$ cat src/rtl/uart_irq_pkg.sv
package uart_irq_pkg;

  localparam int EVT_W = 9;

  localparam int EV_RX_TRIG  = 0;
  localparam int EV_RX_EMPTY = 1;
  localparam int EV_RX_FULL  = 2;
  localparam int EV_TX_EMPTY = 3;
  localparam int EV_TX_FULL  = 4;
  localparam int EV_OVERRUN  = 5;
  localparam int EV_FRAMING  = 6;
  localparam int EV_PARITY   = 7;
  localparam int EV_RX_TOUT  = 8;

  // Sources that the live channel view passes through unmasked.
  localparam logic [EVT_W-1:0] LIVE_SEL =
      (EVT_W'(1) << EV_RX_TRIG)  | (EVT_W'(1) << EV_RX_EMPTY) |
      (EVT_W'(1) << EV_TX_EMPTY) | (EVT_W'(1) << EV_TX_FULL);

  // One mask bit: disable wins over enable, zeros hold.
  function automatic logic mask_bit_next(input logic cur, input logic set,
                                         input logic clr);
    return (cur | set) & ~clr;
  endfunction

  // One sticky status bit: a gated event wins over a clear.
  function automatic logic sts_bit_next(input logic cur, input logic hit,
                                        input logic clr);
    return hit | (cur & ~clr);
  endfunction

endpackage

$ cat src/rtl/irq_mask_reg.sv
module irq_mask_reg #(
  parameter int W = uart_irq_pkg::EVT_W
) (
  input  logic         clk,
  input  logic         rst_n,
  input  logic [W-1:0] set_i,
  input  logic [W-1:0] clr_i,
  output logic [W-1:0] mask_o
);
  import uart_irq_pkg::*;

  logic [W-1:0] mask_q;

  for (genvar b = 0; b < W; b++) begin : g_bit
    always_ff @(posedge clk or negedge rst_n) begin
      if (!rst_n) mask_q[b] <= 1'b0;
      else        mask_q[b] <= mask_bit_next(mask_q[b], set_i[b], clr_i[b]);
    end
  end

  assign mask_o = mask_q;

  AST_MASK_SETS: assert property (@(posedge clk) disable iff (!rst_n)
    1'b1 |=> ((mask_q & $past(set_i & ~clr_i)) == $past(set_i & ~clr_i)));
  AST_MASK_CLEARS: assert property (@(posedge clk) disable iff (!rst_n)
    1'b1 |=> ((mask_q & $past(clr_i)) == '0));
  AST_MASK_HOLDS: assert property (@(posedge clk) disable iff (!rst_n)
    1'b1 |=> (((mask_q ^ $past(mask_q)) & ~$past(set_i | clr_i)) == '0));

endmodule

$ cat src/rtl/irq_sticky_sts.sv
module irq_sticky_sts #(
  parameter int W = uart_irq_pkg::EVT_W
) (
  input  logic         clk,
  input  logic         rst_n,
  input  logic [W-1:0] evt_i,
  input  logic [W-1:0] mask_i,
  input  logic [W-1:0] w1c_i,
  output logic [W-1:0] sts_o
);
  import uart_irq_pkg::*;

  logic [W-1:0] sts_q;
  logic [W-1:0] gated_hit;   // events allowed through the mask this cycle

  assign gated_hit = evt_i & mask_i;

  for (genvar b = 0; b < W; b++) begin : g_bit
    always_ff @(posedge clk or negedge rst_n) begin
      if (!rst_n) sts_q[b] <= 1'b0;
      else        sts_q[b] <= sts_bit_next(sts_q[b], gated_hit[b], w1c_i[b]);
    end
  end

  assign sts_o = sts_q;

  AST_STS_ONLY_MASKED: assert property (@(posedge clk) disable iff (!rst_n)
    1'b1 |=> (((sts_q & ~$past(sts_q)) & ~$past(evt_i & mask_i)) == '0));
  AST_STS_STICKY: assert property (@(posedge clk) disable iff (!rst_n)
    1'b1 |=> ((($past(sts_q) & ~$past(w1c_i)) & ~sts_q) == '0));
  AST_STS_EVT_WINS: assert property (@(posedge clk) disable iff (!rst_n)
    1'b1 |=> ((sts_q & $past(evt_i & mask_i)) == $past(evt_i & mask_i)));

endmodule

$ cat src/rtl/irq_live_view.sv
module irq_live_view #(
  parameter int           W    = uart_irq_pkg::EVT_W,
  parameter logic [W-1:0] LIVE = uart_irq_pkg::LIVE_SEL
) (
  input  logic [W-1:0] evt_i,
  output logic [W-1:0] view_o
);
  assign view_o = evt_i & LIVE;

  always_comb begin
    AST_LIVE_NO_EXTRA: assert ((view_o & ~LIVE) == '0);
  end

endmodule

$ cat src/rtl/irq_req_gen.sv
module irq_req_gen #(
  parameter int W = uart_irq_pkg::EVT_W
) (
  input  logic [W-1:0] sts_i,
  input  logic [W-1:0] mask_i,
  output logic         irq_o
);
  logic [W-1:0] armed;

  for (genvar b = 0; b < W; b++) begin : g_arm
    assign armed[b] = sts_i[b] & mask_i[b];
  end

  assign irq_o = |armed;

endmodule

$ cat src/rtl/uart_irq_ctrl.sv
module uart_irq_ctrl #(
  parameter int           W        = uart_irq_pkg::EVT_W,
  parameter logic [W-1:0] LIVE_SEL = uart_irq_pkg::LIVE_SEL
) (
  input  logic         clk,
  input  logic         rst_n,
  input  logic [W-1:0] en_set_i,
  input  logic [W-1:0] dis_clr_i,
  input  logic [W-1:0] sts_w1c_i,
  input  logic [W-1:0] evt_i,
  output logic [W-1:0] mask_o,
  output logic [W-1:0] status_o,
  output logic [W-1:0] chan_o,
  output logic [W-1:0] en_rd_o,
  output logic [W-1:0] dis_rd_o,
  output logic         irq_o
);
  logic [W-1:0] mask_w;
  logic [W-1:0] sts_w;
  logic         irq_w;

  irq_mask_reg #(.W(W)) u_mask (
    .clk(clk), .rst_n(rst_n), .set_i(en_set_i), .clr_i(dis_clr_i),
    .mask_o(mask_w)
  );

  irq_sticky_sts #(.W(W)) u_sts (
    .clk(clk), .rst_n(rst_n), .evt_i(evt_i), .mask_i(mask_w),
    .w1c_i(sts_w1c_i), .sts_o(sts_w)
  );

  irq_live_view #(.W(W), .LIVE(LIVE_SEL)) u_live (
    .evt_i(evt_i), .view_o(chan_o)
  );

  irq_req_gen #(.W(W)) u_irq (
    .sts_i(sts_w), .mask_i(mask_w), .irq_o(irq_w)
  );

  assign mask_o   = mask_w;
  assign status_o = sts_w;
  assign irq_o    = irq_w;
  assign en_rd_o  = '0;   // write-only port
  assign dis_rd_o = '0;   // write-only port

  AST_IRQ_NEEDS_ARMED: assert property (@(posedge clk) disable iff (!rst_n)
    irq_w |-> ((sts_w & mask_w) != '0));
  AST_IRQ_WHEN_ARMED: assert property (@(posedge clk) disable iff (!rst_n)
    ((sts_w & mask_w) != '0) |-> irq_w);
  AST_RESET_CLEAN: assert property (@(posedge clk)
    $rose(rst_n) |-> (mask_w == '0 && sts_w == '0));

endmodule

$ cat config.mk
export PLATFORM = sky130hd
export DESIGN_NAME = uart_irq_ctrl
export DESIGN_NICKNAME = d
export VERILOG_FILES = /design/src/rtl/uart_irq_pkg.sv /design/src/rtl/irq_mask_reg.sv /design/src/rtl/irq_sticky_sts.sv /design/src/rtl/irq_live_view.sv /design/src/rtl/irq_req_gen.sv /design/src/rtl/uart_irq_ctrl.sv
export SDC_FILE = /design/constraint.sdc
export NUM_CORES = 1
export LEC_CHECK = 0
export ABC_AREA = 1
export BUFFER_PORTS_ARGS = -buffer_cell sky130_fd_sc_hd__buf_4
export CAP_MARGIN = 20
export CORE_UTILIZATION = 36
export CTS_CLUSTER_SIZE = 14
export DETAILED_ROUTE_END_ITERATION = 16
export GPL_ROUTABILITY_DRIVEN = 0
export PLACE_DENSITY = 0.76
export SETUP_SLACK_MARGIN = 0.05
export SLEW_MARGIN = 20
export SYNTH_ARGS = -nofsm -noshare
export SYNTH_HDL_FRONTEND = slang
export SYNTH_SLANG_ARGS = --single-unit
$ cat constraint.sdc
create_clock -name clk -period 0.84 [get_ports clk]
set_input_delay 0.042 -clock clk [delete_from_list [all_inputs] [get_ports clk]]
set_output_delay 0.042 -clock clk [all_outputs]
set_load 0.005 [all_outputs]
==> results.toml <==
[setup_path]
cpMostUsedCell = "nand2_1"
startpoint = "u_sts.sts_o[1]"
path_cells = "nand2_1, nand3_1, nor2_1, nand2_1, buf_6"
end_kind = "output port"
max_stage_delay_ps = 420
worstPathMaxFanout = 2
worst-endpoint-arrival_ps = 1330
required_ps = 800
worstSetupStartpointType = "register"
critPathKind = "reg2out"
crit_slowest_cell = "dfrtp_1"
r2r_start = "u_mask.mask_o[3]"

[synth]
ys_seq_area_frac = 0.501
synth.top_cell.area_share = 0.501
syn_inst = 107
netlist_area_um2 = 898
yosysUniqueCellTypes = 8
synth.largest_area_cell = "dfrtp_1"
synth_seq_cells = 18
synth.area.top_cells = "dfrtp_1, buf_4, nand2_1"
avgSynthCellArea_um2 = 8.40
yosysWarnings = 0

[global_routing]
grt.overflow.total = 0
use_met2 = 0.521
first_global_vias = 1177
grtUsageMet1 = 0.331
grt_busiest_layer = "met2"
grt_max_degree = 19
grt_pass1_wl_um = 5390
use_met3 = 0.0643
antenna_found_initial = 0
grt_use_total = 0.291

[routing]
vias_per_cell = 4.78
drtPass1Iterations = 4
vias = 1243
drtIter0Drc = 40
wl_per_cell_um = 19.0
drc = 0
routed_wl_um = 4930
ant_nets = 0

[power_and_ir_drop]
power.switching_uw = 810
comb_power_share = 0.397
power.density_mw_per_mm2 = 1230
power_uw = 2640
power.leakage_uw = 0.00111
seq_power_share = 0.379
swShare = 0.307
p_int_uw = 1830
p_clk_frac = 0.224
peakVddDrop_v = 0.00115

[status]
outcome = "finished with violations"
violations = "negative setup slack"

[floorplan]
dieWidth_um = 52.0
start_util = 0.395
ios = 84
num_rows = 17
die_h_um = 52.0
fp.dieArea_mm2 = 0.00270
core_area_mm2 = 0.00228

[sta]
finalCritPeriodShare = 1.63
fin_ws_ps = -529
period_needed_ps = 1370
finClkSkew_ps = 14.6
finalHoldViolations = 0
maxSlewViolCount = 0
rsz0062_at_grt = "true"
max_freq_ghz = 0.730
setup_viol = 30

[final_layout]
final_nets = 270
final_layout_size_suffix_gt1_frac = 0.528
final_common_cell = "buf_4"
instances_no_fill = 260
final_cell_mix = "buf_4, dlygate4sd3_1, buf_6"
syn_to_final_growth_pct = 138

[clock_tree]
clkSlewWorstSetupHoldPaths_ps = 130
worstSkewPairLatency_ps = 320
htree_levels = 1
cts-buffers-inserted = 3
cts_tree = "yes"
cts_num_sinks = 18
clock_path_buffers = 2
root_buffer = "clkbuf_4"

[place]
place_inst = 208
dp.final_hpwl_um = 1630
port_buffers = 60

[job]
max_cap_viol_count = 0

[hold_path]
min_path_type = "in2async"
## per-layer routing
metal  vias up  wire, um
met5         -         0
met4         0       256
met3        23       450
met2       106      2460
li1        522         -
met1       592      1770
## sequential cells by signal, summed over array words and instances (netlist names)
| register | cells |
|---|---|
| u_mask.mask_o | 9 |
| u_sts.sts_o | 9 |
## synth_stat cells, drive strengths merged
library cell and count:
conb 1, buf 27, inv 9, o21ai 9
nor2 20, dfrtp 18, nand3 1, nand2 22
## what timing repair did
action | CTS | global route
resized for setup | 34 | 56
hold buffers | 37 | 0
cloned | 0 | 0
endpoints found under the setup margin | 22 | 37
buffers inserted | 4 | 14
pin swaps | 0 | 6
endpoints found under the hold margin | 36 | 0
## cell type report
| type | count | area (um^2) |
|---|---|---|
| well taps | 28 | 35.0 |
| multi-input cells | 75 | 409 |
| flip-flops and latches | 18 | 450 |
| clock buffers | 4 | 36.3 |
| diodes | 1 | 2.50 |
| inverters | 9 | 36.3 |
| fillers | 67 | 136 |
| repair buffers | 125 | 1170 |
## cells by family after synthesis
| kind of cell | synth area share |
|---|---|
| other | 0.00417 |
| DFF | 0.501 |
| AOI/OAI and AO/OA | 0.0501 |
| and+or+nand+nor | 0.181 |
| buffers and inverters | 0.263 |
## critical path, delay by kind of cell (launching register included)
kind	cells	cell delay (ps)
simple gates	4	460
flops	1	420
buf+inv	1	130
## through the flow
| stage | TNS, ps | hold WS, ps | worst slack (ps) | area (um^2) | util |
|---|---|---|---|---|---|
| floorplan | 0 | -254 | 144 | 981 | - |
| global placement | 0 | -86.4 | 21.7 | 1400 | 0.615 |
| detailed placement | 0 | -79.1 | 9.42 | 1400 | 0.615 |
| CTS | -2890 | 133 | -326 | 1930 | 0.847 |
| global route | -5400 | 173 | -545 | 2140 | 0.939 |
| finish | -4810 | 157 | -529 | 2140 | 0.940 |
## worst paths after layout
check                                   end  cells past startpoint  slack (ps)
max reg2reg                u_mask.mask_o[3]                      4        -120
min                        u_mask.mask_o[4]                      2         160
max                                   irq_o                      5        -530
min in group clk                  chan_o[3]                      2         260
min reg2reg                  u_sts.sts_o[8]                      3         660
max in group asynchronous    u_sts.sts_o[2]                      2         470
## power groups by stage
stage | sequential, uW | clock [uW] | combinational, uW
floorplan | 1010 | 0 | 201
global placement | 984 | 0 | 541
detailed placement | 990 | 0 | 554
CTS | 982 | 541 | 790
global route | 1000 | 614 | 1100
finish | 1000 | 591 | 1050
Note: power is estimated with default switching activity, not from simulation.
